===== config.mk =====
export PLATFORM = sky130hd
export DESIGN_NAME = isr_aggregator
export DESIGN_NICKNAME = d
export VERILOG_FILES = /design/src/rtl/isr_pkg.sv /design/src/rtl/isr_flag_bank.sv /design/src/rtl/isr_stage_gate.sv /design/src/rtl/isr_read_mux.sv /design/src/rtl/isr_aggregator.sv
export SDC_FILE = /design/constraint.sdc
export NUM_CORES = 1
export LEC_CHECK = 0
export ABC_AREA = 1
export BUFFER_PORTS_ARGS = -buffer_cell sky130_fd_sc_hd__buf_2
export CORE_MARGIN = 3
export CORE_UTILIZATION = 46
export CTS_BUF_LIST = sky130_fd_sc_hd__clkbuf_4 sky130_fd_sc_hd__clkbuf_8 sky130_fd_sc_hd__clkbuf_16
export DETAILED_ROUTE_END_ITERATION = 10
export PLACE_DENSITY = 0.83
export SYNTH_ARGS = -nofsm -noshare
export SYNTH_HDL_FRONTEND = slang
export SYNTH_SLANG_ARGS = --single-unit

===== constraint.sdc =====
create_clock -name clk -period 1 [get_ports clk]
set_input_delay 0.15 -clock clk [delete_from_list [all_inputs] [get_ports clk]]
set_output_delay 0.15 -clock clk [all_outputs]
set_load 0.005 [all_outputs]

===== src/rtl/isr_pkg.sv =====
package isr_pkg;
  // stage cause enable positions (address 1)
  localparam int NUM_CAUSE  = 4;
  localparam int CS_WR_STS  = 0;
  localparam int CS_RD_STS  = 1;
  localparam int CS_DONE    = 2;
  localparam int CS_SEQ_ERR = 3;

  // main status register bit positions (address 0)
  localparam int MB_STAGE  = 0;
  localparam int MB_RDY    = 1;
  localparam int MB_NRDY   = 2;
  localparam int MB_EMP    = 3;
  localparam int MB_SETUP  = 4;
  localparam int MAIN_BITS = 5;

  // register addresses
  localparam int RA_MAIN   = 0;
  localparam int RA_STG_EN = 1;
  localparam int RA_RDY    = 2;
  localparam int RA_NRDY   = 3;
  localparam int RA_EMP    = 4;
  localparam int RA_IRQ_EN = 5;

  localparam int NUM_BANK  = 3;
  localparam int IE_BITS   = 4;
endpackage


===== src/rtl/isr_flag_bank.sv =====
// Sticky flags: set by pulse, cleared by written zero, set wins.
module isr_flag_bank #(
  parameter int W = 1
) (
  input  logic         clk,
  input  logic         rst,
  input  logic         clk_en,
  input  logic [W-1:0] set_i,
  input  logic         clr_we,
  input  logic [W-1:0] clr_data,
  output logic [W-1:0] q
);
  logic [W-1:0] clr_mask;

  always_comb begin
    clr_mask = (clr_we && clk_en) ? ~clr_data : '0;
  end

  always_ff @(posedge clk) begin
    if (rst) q <= '0;
    else     q <= set_i | (q & ~clr_mask);
  end
endmodule


===== src/rtl/isr_stage_gate.sv =====
// Qualifies stage events: setup completion always passes.
module isr_stage_gate #(
  parameter int NC = 4
) (
  input  logic          setup_ev,
  input  logic [NC-1:0] cause_ev,
  input  logic [NC-1:0] cause_en,
  output logic          stage_set
);
  always_comb begin
    stage_set = setup_ev | (|(cause_ev & cause_en));
  end
endmodule


===== src/rtl/isr_read_mux.sv =====
// Registered read data selection.
module isr_read_mux
  import isr_pkg::*;
#(
  parameter int AW = 3,
  parameter int DW = 7
) (
  input  logic                          clk,
  input  logic                          rst,
  input  logic [AW-1:0]                 addr,
  input  logic [MAIN_BITS-1:0]          main_bits,
  input  logic [NUM_CAUSE-1:0]          stg_en,
  input  logic [IE_BITS-1:0]            ien,
  input  logic [NUM_BANK-1:0][DW-1:0]   banks,
  output logic [DW-1:0]                 rdata
);
  logic [DW-1:0] sel;

  always_comb begin
    sel = '0;
    case (int'(addr))
      RA_MAIN:   sel[MAIN_BITS-1:0] = main_bits;
      RA_STG_EN: sel[NUM_CAUSE-1:0] = stg_en;
      RA_RDY:    sel = banks[0];
      RA_NRDY:   sel = banks[1];
      RA_EMP:    sel = banks[2];
      RA_IRQ_EN: sel[IE_BITS-1:0]   = ien;
      default:   sel = '0;
    endcase
  end

  always_ff @(posedge clk) begin
    if (rst) rdata <= '0;
    else     rdata <= sel;
  end
endmodule


===== src/rtl/isr_aggregator.sv =====
module isr_aggregator
  import isr_pkg::*;
#(
  parameter int N_PIPES = 6,
  parameter int ADDR_W  = 3
) (
  input  logic               clk,
  input  logic               rst,
  input  logic               clk_en,
  input  logic               ev_setup_done,
  input  logic               ev_wr_status,
  input  logic               ev_rd_status,
  input  logic               ev_xfer_done,
  input  logic               ev_seq_err,
  input  logic               ev_setup_pkt,
  input  logic [N_PIPES:0]   ev_rdy,
  input  logic [N_PIPES:0]   ev_nrdy,
  input  logic [N_PIPES:0]   ev_emp,
  input  logic               reg_we,
  input  logic [ADDR_W-1:0]  reg_addr,
  input  logic [N_PIPES:0]   reg_wdata,
  output logic [N_PIPES:0]   reg_rdata,
  output logic               irq,
  output logic               pid_lock
);
  localparam int PW = N_PIPES + 1;

  logic                          main_we;
  logic                          stage_set;
  logic [NUM_CAUSE-1:0]          cause_ev;
  logic [NUM_CAUSE-1:0]          stg_en_q;
  logic [IE_BITS-1:0]            ien_q;
  logic                          stg_q;
  logic                          setup_q;
  logic [NUM_BANK-1:0][PW-1:0]   ev_bank;
  logic [NUM_BANK-1:0][PW-1:0]   pipe_q;
  logic [NUM_BANK-1:0]           bank_we;
  logic [NUM_BANK-1:0]           pipe_sum;
  logic [MAIN_BITS-1:0]          main_bits;
  logic [PW-1:0]                 rdy_q;

  assign main_we = reg_we && (int'(reg_addr) == RA_MAIN);

  always_comb begin
    cause_ev             = '0;
    cause_ev[CS_WR_STS]  = ev_wr_status;
    cause_ev[CS_RD_STS]  = ev_rd_status;
    cause_ev[CS_DONE]    = ev_xfer_done;
    cause_ev[CS_SEQ_ERR] = ev_seq_err;
  end

  isr_stage_gate #(.NC(NUM_CAUSE)) u_gate (
    .setup_ev  (ev_setup_done),
    .cause_ev  (cause_ev),
    .cause_en  (stg_en_q),
    .stage_set (stage_set)
  );

  isr_flag_bank #(.W(1)) u_stage (
    .clk      (clk),
    .rst      (rst),
    .clk_en   (clk_en),
    .set_i    (stage_set),
    .clr_we   (main_we),
    .clr_data (reg_wdata[MB_STAGE]),
    .q        (stg_q)
  );

  isr_flag_bank #(.W(1)) u_setup (
    .clk      (clk),
    .rst      (rst),
    .clk_en   (clk_en),
    .set_i    (ev_setup_pkt),
    .clr_we   (main_we),
    .clr_data (reg_wdata[MB_SETUP]),
    .q        (setup_q)
  );

  assign ev_bank[0] = ev_rdy;
  assign ev_bank[1] = ev_nrdy;
  assign ev_bank[2] = ev_emp;

  for (genvar g = 0; g < NUM_BANK; g++) begin : g_bank
    assign bank_we[g]  = reg_we && (int'(reg_addr) == RA_RDY + g);
    assign pipe_sum[g] = |pipe_q[g];

    isr_flag_bank #(.W(PW)) u_pipe (
      .clk      (clk),
      .rst      (rst),
      .clk_en   (clk_en),
      .set_i    (ev_bank[g]),
      .clr_we   (bank_we[g]),
      .clr_data (reg_wdata),
      .q        (pipe_q[g])
    );
  end

  assign rdy_q = pipe_q[0];

  always_ff @(posedge clk) begin
    if (rst) begin
      stg_en_q <= '0;
      ien_q    <= '0;
    end else if (reg_we) begin
      if (int'(reg_addr) == RA_STG_EN) stg_en_q <= reg_wdata[NUM_CAUSE-1:0];
      if (int'(reg_addr) == RA_IRQ_EN) ien_q    <= reg_wdata[IE_BITS-1:0];
    end
  end

  always_comb begin
    main_bits           = '0;
    main_bits[MB_STAGE] = stg_q;
    main_bits[MB_RDY]   = pipe_sum[0];
    main_bits[MB_NRDY]  = pipe_sum[1];
    main_bits[MB_EMP]   = pipe_sum[2];
    main_bits[MB_SETUP] = setup_q;
  end

  always_ff @(posedge clk) begin
    if (rst) irq <= 1'b0;
    else     irq <= |({pipe_sum, stg_q} & ien_q);
  end

  assign pid_lock = setup_q;

  isr_read_mux #(.AW(ADDR_W), .DW(PW)) u_rd (
    .clk       (clk),
    .rst       (rst),
    .addr      (reg_addr),
    .main_bits (main_bits),
    .stg_en    (stg_en_q),
    .ien       (ien_q),
    .banks     (pipe_q),
    .rdata     (reg_rdata)
  );
endmodule


* Word level (Yosys, flattened, before mapping) *
Index checks and enable logic that the tools add are counted.

cells by class
  bitwise gates (word level) = 21
  mux-type cells = 8
  eq/ne operators = 10
  reduce and logical (&&, ||, !) cells = 17

operators by type and width
  cell                                                              number
  7-bit NOT                                                         4
  4-bit case mux with 6 select lines                                1
  7-bit bitwise AND                                                 3
  7-bit two-way mux                                                 3
  7-bit bitwise OR                                                  3
  7-bit OR reduction                                                3
  3-bit == test (second input constant)                             6
  3-bit by 2-bit == test with 1-bit output (second input constant)  3
  4-bit bitwise AND                                                 2
  1-bit logical AND                                                 8
  4-bit OR reduction                                                2
  3-bit zero test                                                   2
  2-bit case mux with 3 select lines                                1
  1-bit NOT                                                         4
  1-bit case mux with 4 select lines                                1
  2-bit AND reduction                                               2
  3-bit by 1-bit == test with 1-bit output (second input constant)  1
  1-bit bitwise OR                                                  3
  1-bit bitwise AND                                                 2
  1-bit two-way mux                                                 2

storage, ports and cells
  output and inout port bits = 9
  bits of input ports = 41
  word-level logic and storage cells = 65
  flip-flop bits (word level) = 39

* Longest topological paths before layout *
Gate-level depths: netlist of run 1.

  depth in word-level cells = 7
  gate-level depth with buffers = 7
  mapped depth without buffers = 7

* Cells and area by module *
Synthesis of run 1 repeated with hierarchy kept, for this count alone.

unflattened totals
  cell total of the unflattened synthesis = 315
  area total of the unflattened synthesis = 2060.7 um2

by module, submodules not included
  module                                area an instance (um2)  cells each  times used
  isr_flag_bank (g_bank[0].u_pipe ...)  289.0                   42          3
  isr_read_mux                          540.5                   85          1
  isr_aggregator                        506.7                   81          1
  isr_flag_bank (u_setup ...)           52.6                    6           2
  isr_stage_gate                        41.3                    11          1

* Worst setup path after synthesis of run 1 *
Ideal clock, no wire load.

  kind = input to register
  from = input reg_addr[1]
  to = register g_bank[2].u_pipe.q[0]
  cell stages on the path = 6
  data required time = 0.868 ns
  setup slack = 0.054 ns
  data arrival time = 0.814 ns
  path through = inv_1 > nand2_1 > nor2_4 > nand2_4 > o21ai_0 > a21oi_1

on the way
  word-level cells in the longest chain between the ends = 7

RTL lines
  what                    line                  text
  start: declaration      isr_aggregator.sv:20  input logic [ADDR_W-1:0] reg_addr,
  3-bit == test           isr_aggregator.sv:84  assign bank_we[g] = reg_we && (int'(reg_addr) == RA_RDY + g);
  1-bit logical AND       isr_aggregator.sv:84
  1-bit logical AND       isr_flag_bank.sv:16   clr_mask = (clr_we && clk_en) ? ~clr_data : '0;
  7-bit two-way mux       isr_flag_bank.sv:16
  7-bit NOT               isr_flag_bank.sv:21   else q <= set_i | (q & ~clr_mask);
  7-bit bitwise AND       isr_flag_bank.sv:21
  7-bit bitwise OR        isr_flag_bank.sv:21
  end signal: assignment  isr_flag_bank.sv:21
  end: declaration        isr_flag_bank.sv:11   output logic [W-1:0] q

No other way between the ends.
A chain may end at the register's enable or synchronous reset.

* Final worst setup path of run 1 *
  from = register g_bank[1].u_pipe.q[1]
  to = register u_rd.rdata[2]

on the way
  word-level cells in the longest chain between the ends = 2

RTL lines
  what                                line                  text
  start: declaration                  isr_flag_bank.sv:11
  start signal: assignment            isr_flag_bank.sv:21
  7-bit OR reduction                  isr_aggregator.sv:85  assign pipe_sum[g] = |pipe_q[g];
  4-bit case mux with 6 select lines  isr_read_mux.sv:21    case (int'(addr))
  end signal: assignment              isr_read_mux.sv:34    else rdata <= sel;
  end: declaration                    isr_read_mux.sv:15    output logic [DW-1:0] rdata

No other way between the ends.

==> results of run 1 <==
[final cells by class]
type                       instances  share of cell area
sequential                        39               0.337
tap                               46              0.0244
multi-input combinational        173               0.353
timing repair buffer              71               0.180
inverter                          38              0.0611
clock inverter                     1              0.0127
clock buffer                       6              0.0324
[logic make-up after synthesis]
logic type,after synthesis,share of synthesized area
DFF,39,0.450
and+or+nand+nor,110,0.272
buffers and inverters,42,0.0915
AOI/OAI and AO/OA,63,0.187
[registers in the layout (all words and copies together), names as in the netlist]
| register | cells |
|---|---|
| ien_q | 4 |
| u_rd.rdata | 7 |
| u_stage.q | 1 |
| stg_en_q | 4 |
| g_bank.u_pipe.q | 21 |
| u_setup.q | 1 |
| irq | 1 |
[per-stage QoR]
stage | util | TNS (ps)
2_1_floorplan | - | 0
3_3_place_gp | 0.626 | -3130
3_5_place_dp | 0.626 | -4490
4_1_cts | 0.657 | 0
5_1_grt | 0.674 | -269
6_report | 0.674 | -13.8
[tightest hold or removal path: cells and delay by family]
kind	cells	cell delay, ps
buffers and inverters	2	130
AOI/OAI and AO/OA	1	60
[placed cells by master (no fill, tap or decap), types with 2 or more instances in the layout]
cell      count
dfxtp_1      31
nand3_1       8
nor2_4        4
buf_4        21
buf_2        49
o21ai_2       2
inv_1        33
a211oi_1      3
nor2_2        4
nand2_1      57
clkbuf_8      5
nand4_1       3
nor2_1       26
dfxtp_2       7
inv_2         3
o21ai_0      17
o21ai_1      10
a21oi_1      29
a31oi_1       2
nand2_2       6
[power by group]
part           internal (uW)  switching (uW)  leakage [uW]
Clock                    758             526     0.0000547
Sequential              1650            62.6      0.000325
Combinational            232             272      0.000792
Total                   2640             861       0.00117
[repair_timing]
action                     4_1_cts  5_1_grt
pin swaps                        1       24
resized for setup                2       30
setup buffers                    0        2
setup endpoints to repair        2        8
[per-layer routing]
layer / GRT usage / part of all wire / up-vias
met5: 0 / 0 / -
met4: 0.124 / 0.024 / 0
met3: 0.0416 / 0.079 / 12
met2: 0.387 / 0.47 / 77
met1: 0.286 / 0.43 / 816
li1: - / - / 958
[worst max-delay path by stage]
stage                                from               endpoint  slack [ps]  cells past startpoint
finish              g_bank[1].u_pipe.q[1]          u_rd.rdata[2]          -8                      6
global route        g_bank[2].u_pipe.q[2]                    irq         -90                      6
CTS                 g_bank[2].u_pipe.q[1]          u_rd.rdata[3]           4                      6
detailed placement            reg_addr[2]  g_bank[0].u_pipe.q[2]        -180                      7
global placement              reg_addr[1]              u_setup.q        -180                      7
floorplan                     reg_addr[1]  g_bank[2].u_pipe.q[0]          50                      6
==> impl_results.md, run 1 <==
* WP buf/inv at 0
* Maxcap violations at 0
* DP Area at 2190 um^2
* Commonest cells post-synth: nand2_1 (60), dfxtp_1 (39), inv_1 (34)
* Ys async rst share at 0
* Crit path DAT at 1190 ps
* All-layer global routing usage at 0.233
* CP Launch Type: flop
* Final Cell Area at 2360 um^2
* Post-Syn Nets at 295
* R2R Setup Slk at -8 ps
* Synthesized flop and latch total at 39
* TritonCTS Buffers at 5
* Clock tree sinks at 39
* Clock root buffer: clkbuf_8
* Post-synthesis sequential area ratio at 0.450
* Worst slew pin tran at 197 ps
* Max-slew violation count at 0
* Hold Path Depth at 3
* Final setup vio count at 2
* Final Critical Period at 1010 ps
* Register area at 793 um^2
* Starting density of the core at 0.497
* DIE WIDTH at 67.4 um
* Slowest-stage cell, CP: dfxtp_4
* Die area at 4550 um^2
* Hold WS at 78.2 ps
* CP required at 1190 ps
* 1st-iter DRT viols at 132
* Status: finished, violations left
* P per Cell Area at 1490 nW/um^2
* Die height at 67.4 um
* Routed Antenna Nets at 0
* Ys flop type: dfxtp_1
* Critical R2R Launch: g_bank[1].u_pipe.q[1]
* Worst Hold End: g_bank[1].u_pipe.q[1]
* Hold Crit Start: ev_nrdy[1]
* Failing checks: setup timing
* Clock skew at 7.58 ps
* Cell taking the most area after synthesis: dfxtp_1
* Antenna diode instance count at 0
* DR WL/cell at 13.1 um
* CP dominant cell by count: nor2_1
* Core Footprint at 3490 um^2
* Setup WS post-layout at -8.45 ps
* Worst r2r path cells at 6
* H-tree depth at 2
* Most common cell in the synthesized netlist: nand2_1
* CP Class: reg2reg
* Crit end category: flop
* Crit-path max cell delay at 360 ps
* Synth cell types at 20
* Maximum VDD drop at 0.00105 V
* Final hold violations at 0
* Routed wire length at 4880 um
* Critical-path maximum fanout at 2
* IO Port Bufs at 49
* Cts hold-fix bufs at 0
* CTS tree: yes
* Synth Warn # at 0
* Synth area leaders: dfxtp_1 (45%), nand2_1 (13%), a21oi_1 (8.4%)
* Vias in the first global route at 1773
* RSZ-0062 raised after global routing: yes
* Number of synthesized flops with an enable pin at 0
* Vias per cell at 4.98
* CTS max path bufs at 2
* Proportion of layout cells with a drive suffix above 1 at 0.329
* Worst skew pair latency at 300 ps
* Placed instance count at 365
* CP delay by family, top: simple AND/OR/NAND/NOR gates
* Post-synthesis cell area at 1740 um^2
* Initial antenna violation count at 0
* Area growth, synth to finish at 35.7%
* Remaining DRCs at 0
* Slew headroom at 0.867
* CTS clock-pin slew for the worst setup and hold paths at 70 ps
* Tot Pwr at 3500 uW
* Fill cells at 323
* Mean Syn Cell Area at 6.84 um^2
* DPL Wire Length at 3630 um
* Area taken by multi-input logic gates at 832 um^2
* DR vias at 1863
* Static Leak at 0.00117 uW
* Final critical-path share of the clock period at 1.01
* FMAX at 992 MHz
* Sequence of cells on the critical path: nor2_4 -> nand2_2 -> o21ai_1 -> nand2_1 -> nor2_1 -> nor2_1
* DRT Pass-1 Iters at 5
* Finished Layout Cells at 374
* Pin count of the biggest net entering global routing at 40
* Cell count after synthesis at 254
* FF-to-FF End: u_rd.rdata[2]
* Worst Hold Class: in2reg
* Placement Setup Slack at -184 ps
* Gpl congestion at 0.861
* Final Net Count at 369
* # IOs at 50
* Synth top area share at 0.450
* Gr ovfl total at 0
* First-pass GRT wire length at 7820 um
* Std-Cell Rows at 21
Power figures use the tool's default switching activity.
==> run 2, diff against run 1 <==
--- a/config.mk
+++ b/config.mk
@@ -5,13 +5,15 @@
 export SDC_FILE = /design/constraint.sdc
 export NUM_CORES = 1
 export LEC_CHECK = 0
-export ABC_AREA = 1
+export ABC_AREA = 0
 export BUFFER_PORTS_ARGS = -buffer_cell sky130_fd_sc_hd__buf_2
 export CORE_MARGIN = 3
-export CORE_UTILIZATION = 46
+export CORE_UTILIZATION = 47
 export CTS_BUF_LIST = sky130_fd_sc_hd__clkbuf_4 sky130_fd_sc_hd__clkbuf_8 sky130_fd_sc_hd__clkbuf_16
 export DETAILED_ROUTE_END_ITERATION = 10
+export GPL_TIMING_DRIVEN = 0
 export PLACE_DENSITY = 0.83
 export SYNTH_ARGS = -nofsm -noshare
 export SYNTH_HDL_FRONTEND = slang
+export SYNTH_HIERARCHICAL = 1
 export SYNTH_SLANG_ARGS = --single-unit
==> run 2 against run 1 <==
  * Sequential share of layout area fell by 0.89 points
  * The run still ends with setup timing left
  * Highest routed layer unchanged
  * Cell count shrank 18%
  * Clock skew is 4.2 ps lower
  * Design area up 3.0%
  * Utilization is 3.5 points lower
  * Largest cell class unchanged
  * First-iteration DRC count rose by 6.8%
  * Die area grew 7.0%
  * Count of clock-buffer cells in the layout rose by 2
  * Synthesized area rose by 10%
  * Wire length shrank 1.2%
==> impl_results.md, run 2 <==
* Status: finished, violations left
* Vias per cell at 5.55
* Die height at 69.8 um
* Pin count of the biggest net entering global routing at 33
* Max-slew violation count at 0
* Clock skew at 3.40 ps
* Maximum VDD drop at 0.000945 V
* Final Net Count at 297
* Area growth, synth to finish at 27.0%
* Slew headroom at 0.704
* Routed wire length at 4830 um
* Final Critical Period at 1220 ps
* Cell count after synthesis at 194
* WP buf/inv at 0
* Commonest cells post-synth: nor2_1 (59), dfxtp_1 (39), a211oi_2 (21)
* Starting density of the core at 0.503
* Initial antenna violation count at 0
* Gr ovfl total at 0
* Crit-path max cell delay at 360 ps
* Hold Path Depth at 2
* Sequence of cells on the critical path: o41ai_2 -> a31oi_1 -> a221o_1
* P per Cell Area at 1420 nW/um^2
* Synth cell types at 32
* Post-synthesis sequential area ratio at 0.408
* Worst skew pair latency at 290 ps
* Std-Cell Rows at 22
* Largest register FFs at 21
* Static Leak at 0.00103 uW
* Largest registers: g_bank.u_pipe/q x21, u_rd/rdata x7
* Synth area leaders: dfxtp_1 (41%), a211oi_2 (14%), nor2_1 (12%)
* Ys async rst share at 0
* DR WL/cell at 15.8 um
* Final setup vio count at 6
* Failing checks: setup timing
* Cts hold-fix bufs at 0
* All-layer global routing usage at 0.212
* Post-Syn Nets at 235
* Antenna diode instance count at 0
* Proportion of layout cells with a drive suffix above 1 at 0.482
* First-pass GRT wire length at 8130 um
* Critical path depth at 3
* Gpl congestion at 0.886
* IO Port Bufs at 49
* Most flops, register: g_bank.u_pipe/q
* Commonest non-fill, non-tap cell in the layout: nor2_1
* Mean Syn Cell Area at 9.85 um^2
* Ys flop type: dfxtp_1
* Synth Warn # at 6
* Maxcap violations at 0
* CP Launch Type: flop
* Remaining DRCs at 0
* Cell taking the most area after synthesis: dfxtp_1
* CP required at 1180 ps
* Number of synthesized flops with an enable pin at 0
* Slowest-stage cell, CP: o41ai_2
* TritonCTS Buffers at 5
* RSZ-0062 raised after global routing: yes
* CP delay by family, top: compound AO/OA/AOI/OAI gates
* Core Footprint at 3800 um^2
* Worst slew pin tran at 445 ps
* Most common cell in the synthesized netlist: nor2_1
* Die area at 4870 um^2
* Fill cells at 308
* Crit path DAT at 1400 ps
* Worst r2r path cells at 3
* 1st-iter DRT viols at 141
* DRT Pass-1 Iters at 4
* DIE WIDTH at 69.8 um
* Final hold violations at 0
* Vias in the first global route at 1645
* Critical-path maximum fanout at 2
* Synthesized flop and latch total at 39
* Post-synthesis cell area at 1910 um^2
* H-tree depth at 2
* CTS tree: yes
* Synth top area share at 0.408
* Final critical-path share of the clock period at 1.22
* Clock root buffer: clkbuf_8
* CP Class: reg2reg
* Setup TNS Final at -885 ps
* CTS clock-pin slew for the worst setup and hold paths at 70 ps
* Routed Antenna Nets at 0
* Post-Route Utilization at 0.639
* Clock tree sinks at 39
* DR vias at 1692
* FMAX at 819 MHz
* # IOs at 50
* Commonest non-fill, non-tap cells in the layout: nor2_1 (59), buf_2 (47), dfxtp_1 (27)
* Setup WS post-layout at -221 ps
* DPL Wire Length at 3560 um
* Crit end category: flop
* Worst Hold Class: in2reg
* CTS max path bufs at 2
-- run 2: cell types whose count changed in the layout (fill, tap and decap cells not counted), sizes merged, moves of 18 or more --
cell,before,now
nand2,64,5
inv,36,1
o21ai,29,1
nor2,34,60
a21oi,29,4
a211oi,3,21
-- run 2: worst register-to-register path, delay by kind of cell (launching register included) --
kind	cells	cell delay, ps
flops	1	330
compound gates	3	780
-- run 2: logic make-up (layout without fill, tap and decap cells) --
logic type	after synthesis	in the layout	share of synthesized area
flops	39	39	0.408
simple gates	84	84	0.202
mux	20	20	0.124
compound gates	43	43	0.229
buf+inv	8	71	0.0360
-- run 2: worst paths after layout --
| kind | slack (ps) | endpoint | start |
|---|---|---|---|
| worst max-delay path | -220 | irq | g_bank[2].u_pipe/q[6] |
| worst min-delay path | 130 | u_setup/q | clk_en |
| worst max register to register | -220 | irq | g_bank[2].u_pipe/q[6] |
| worst min register to register | 520 | u_setup/q | u_setup/q |
-- run 2: per-layer routing --
layer | vias to the layer above | share of wire | track usage
met3 | 7 | 0.085 | 0.0580
li1 | 841 | - | -
met4 | 0 | 0.015 | 0.0809
met5 | - | 0 | 0
met2 | 62 | 0.46 | 0.328
met1 | 782 | 0.44 | 0.281
-- run 2: area by class of cell --
class / count / area (um^2) / area share
Multi-Input combinational cell: 147 / 1090 / 0.449
Sequential cell: 39 / 796 / 0.328
Timing Repair Buffer: 55 / 295 / 0.122
Clock buffer: 8 / 104 / 0.0428
Buffer: 7 / 77.6 / 0.0320
Tap cell: 48 / 60.1 / 0.0247
Inverter: 1 / 3.75 / 0.00155
-- run 2: timing repair --
action	in CTS	in global routing
setup buffers	2	4
resized for setup	10	9
pin swaps	11	7
endpoints found under the setup margin	15	9
gates cloned	0	0
-- run 2: per-stage QoR --
step	hold slack [ps]	cell area [um^2]	instances	power (uW)	setup slack, ps
5_1_grt	107	2430	305	3630	-276
4_1_cts	111	2370	301	3450	-216
3_5_place_dp	426	2230	291	2260	-695
3_3_place_gp	423	2230	291	2240	-700
6_report	128	2430	305	3450	-221
2_1_floorplan	207	1930	194	2030	-100
-- run 2: power breakdown --
part / leakage (uW) / internal [uW] / switching [uW]
registers: 0.000325 / 1650 / 79.4
logic: 0.000647 / 276 / 270
clock network: 0.0000549 / 656 / 521
total: 0.00103 / 2580 / 870
==> run 3, diff against run 2 <==
--- a/config.mk
+++ b/config.mk
@@ -8,12 +8,11 @@
 export ABC_AREA = 0
 export BUFFER_PORTS_ARGS = -buffer_cell sky130_fd_sc_hd__buf_2
 export CORE_MARGIN = 3
-export CORE_UTILIZATION = 47
+export CORE_UTILIZATION = 46
 export CTS_BUF_LIST = sky130_fd_sc_hd__clkbuf_4 sky130_fd_sc_hd__clkbuf_8 sky130_fd_sc_hd__clkbuf_16
 export DETAILED_ROUTE_END_ITERATION = 10
 export GPL_TIMING_DRIVEN = 0
-export PLACE_DENSITY = 0.83
+export PLACE_DENSITY = 0.82
 export SYNTH_ARGS = -nofsm -noshare
 export SYNTH_HDL_FRONTEND = slang
-export SYNTH_HIERARCHICAL = 1
 export SYNTH_SLANG_ARGS = --single-unit
==> run 3 against run 2 <==
  * The run still ends with setup timing left
  * Sequential power hardly changed
  * Critical endpoint unchanged
  * Design area is 4.1% lower
  * Combinational power is 9.9% lower
  * Sequential share of layout area is 1.2 points higher
  * Die area is 1.6% lower
  * First-iteration DRC count is 30% higher
  * Largest power group unchanged
  * Utilization is 1.7 points lower
  * Clock power is 14% higher
  * Critical path type unchanged
  * Register-to-register slack worse by 200 ps
  * Worst hold slack worse by 42 ps
==> impl_results.md, run 3 <==
* DP Area at 2170 um^2
* 1st-iter DRT viols at 183
* # IOs at 50
* Number of synthesized flops with an enable pin at 0
* Switching power at 882 uW
* Largest registers: g_bank.u_pipe.q x21, u_rd.rdata x7
* Setup WS post-layout at -420 ps
* Final Net Count at 294
* CP required at 1140 ps
* Pin count of the biggest net entering global routing at 13
* Commonest non-fill, non-tap cells in the layout: buf_2 (50), dfxtp_1 (32), a21oi_1 (26)
* IO Port Bufs at 47
* Clock skew at 4.25 ps
* FMAX at 704 MHz
* CP Launch Type: flop
* Maxcap violations at 0
* Final Critical Period at 1420 ps
* CTS clock-pin slew for the worst setup and hold paths at 70 ps
* Post-Syn Nets at 238
* Ys flop type: dfxtp_1
* Clock root buffer: clkbuf_8
* Largest register FFs at 21
* Routed Antenna Nets at 0
* Final critical-path share of the clock period at 1.42
* Failing checks: setup timing
* P per Cell Area at 1540 nW/um^2
* Remaining DRCs at 0
* Clock network power share at 0.377
* Area growth, synth to finish at 26.6%
* DRT Pass-1 Iters at 4
* Vias in the first global route at 1608
* Cts hold-fix bufs at 0
* DR vias at 1795
* Post-synthesis sequential area ratio at 0.425
* Synth top area share at 0.425
* Cell count after synthesis at 197
* R2R Setup Slk at -420 ps
* Vias per cell at 5.94
* DIE WIDTH at 69.2 um
* Clock tree sinks at 39
* RSZ-0062 raised after global routing: yes
* All-layer global routing usage at 0.196
* Final setup vio count at 5
* DPL Wire Length at 3560 um
* Critical-path maximum fanout at 3
* Pint at 2690 uW
* Worst skew pair latency at 290 ps
* Mean Syn Cell Area at 9.33 um^2
* CTS max path bufs at 2
* Sw Share at 0.247
* Antenna diode instance count at 0
* H-tree depth at 2
* Finished Layout Cells at 302
* Gr ovfl total at 0
* Placed instance count at 292
* Ys async rst share at 0
* Std-Cell Rows at 22
* Crit end category: flop
* Die height at 69.2 um
* Die area at 4790 um^2
* Logic pwr share at 0.138
* Synth cell types at 35
* Most flops, register: g_bank.u_pipe.q
* Synthesized flop and latch total at 39
* Max-slew violation count at 0
* Final Cell Area at 2330 um^2
* Crit path DAT at 1560 ps
* Most common cell in the synthesized netlist: dfxtp_1
* Hold Crit Start: ev_emp[4]
* Cell taking the most area after synthesis: dfxtp_1
* Routed wire length at 4880 um
* Worst Hold Class: in2reg
* Core Footprint at 3740 um^2
* Post-synthesis cell area at 1840 um^2
* Worst r2r path cells at 3
* Critical R2R Launch: g_bank[0].u_pipe.q[0]
* Tot Pwr at 3580 uW
* Share of total power in sequential cells at 0.485
* Synth area leaders: dfxtp_1 (42%), o31ai_1 (9.0%), a21oi_1 (7.1%)
* Worst slew pin tran at 513 ps
* Commonest non-fill, non-tap cell in the layout: buf_2
* Hold Path Depth at 3
* DR WL/cell at 16.2 um
* Static Leak at 0.00104 uW
* Maximum VDD drop at 0.00117 V
* Hold WS at 86.1 ps
* Commonest cells post-synth: dfxtp_1 (39), a21oi_1 (26), inv_1 (24)
* CP Class: reg2reg
* Gpl congestion at 0.874
* Proportion of layout cells with a drive suffix above 1 at 0.358
* Synth Warn # at 0
* Status: finished, violations left
* First-pass GRT wire length at 7690 um
* Slew headroom at 0.658
* Final hold violations at 0
* Initial antenna violation count at 0
* Starting density of the core at 0.491
* FF-to-FF End: irq
* Worst Hold End: g_bank[2].u_pipe.q[4]
* TritonCTS Buffers at 5
* CTS tree: yes
## run 3: cell count changes in the layout (fill, tap and decap cells not counted), moves of 6 or more
cell	before	now
nor2_1	59	11
mux2_2	7	1
a21oi_1	4	26
a211oi_2	21	0
o31ai_1	0	22
inv_1	1	24
a32oi_1	8	0
dfxtp_2	12	6
## run 3: worst max-delay path by stage
stage                                     start  end  slack (ps)
final                     g_bank[0].u_pipe.q[0]  irq        -420
after global routing      g_bank[0].u_pipe.q[0]  irq        -450
after CTS                 g_bank[0].u_pipe.q[0]  irq        -410
after detailed placement  g_bank[0].u_pipe.q[0]  irq        -410
after global placement    g_bank[0].u_pipe.q[0]  irq        -380
after floorplan           g_bank[1].u_pipe.q[0]  irq        -290
## run 3: worst max-delay path, stage by stage, from the launching register on
cell and delay, ps:
dfxtp_2 340, or4_4 550, o41ai_2 220, a41oi_1 170
## run 3: metrics by stage
stage,setup slack [ps],TNS (ps),util
after global placement,-381,-9000,0.579
after detailed placement,-409,-10140,0.579
after floorplan,-286,-1480,-
after global routing,-446,-1710,0.622
final,-420,-1590,0.622
after CTS,-414,-1420,0.619
## run 3: what timing repair did
action	CTS	global route
cloned	0	0
gates resized for setup	10	3
pin swaps	1	3
buffers inserted	1	1
endpoints found under the setup margin	26	7
## run 3: layer usage
layer	vias to the layer above	global-route usage	share of wire	routed length (um)
met1	849	0.254	0.42	2070
li1	840	-	-	-
met5	-	0	0	0
met3	11	0.0449	0.092	450
met4	0	0.0954	0.020	98
met2	95	0.306	0.46	2260
## run 3: final cells by class
class | count | area [um^2]
repair buffers | 49 | 250
clock buffers | 6 | 82.6
plain buffers | 15 | 115
well taps | 48 | 60.1
multi-input cells | 119 | 902
inverters | 24 | 90.1
fillers | 334 | 1420
flip-flops and latches | 39 | 792
clock inverters | 2 | 35.0
## run 3: power groups by stage
stage	clock [uW]	sequential [uW]	combinational, uW
2_1_floorplan	0	1740	290
3_3_place_gp	0	1760	465
3_5_place_dp	0	1760	475
4_1_cts	1380	1730	483
5_1_grt	1430	1740	533
6_report	1350	1730	492
## run 3: cell families (layout without fill, tap and decap cells)
kind of cell	after synthesis	after routing	share of synthesized area
compound gates	68	68	0.268
flops	39	39	0.425
buf+inv	39	96	0.0967
simple gates	37	37	0.127
mux	14	14	0.0837
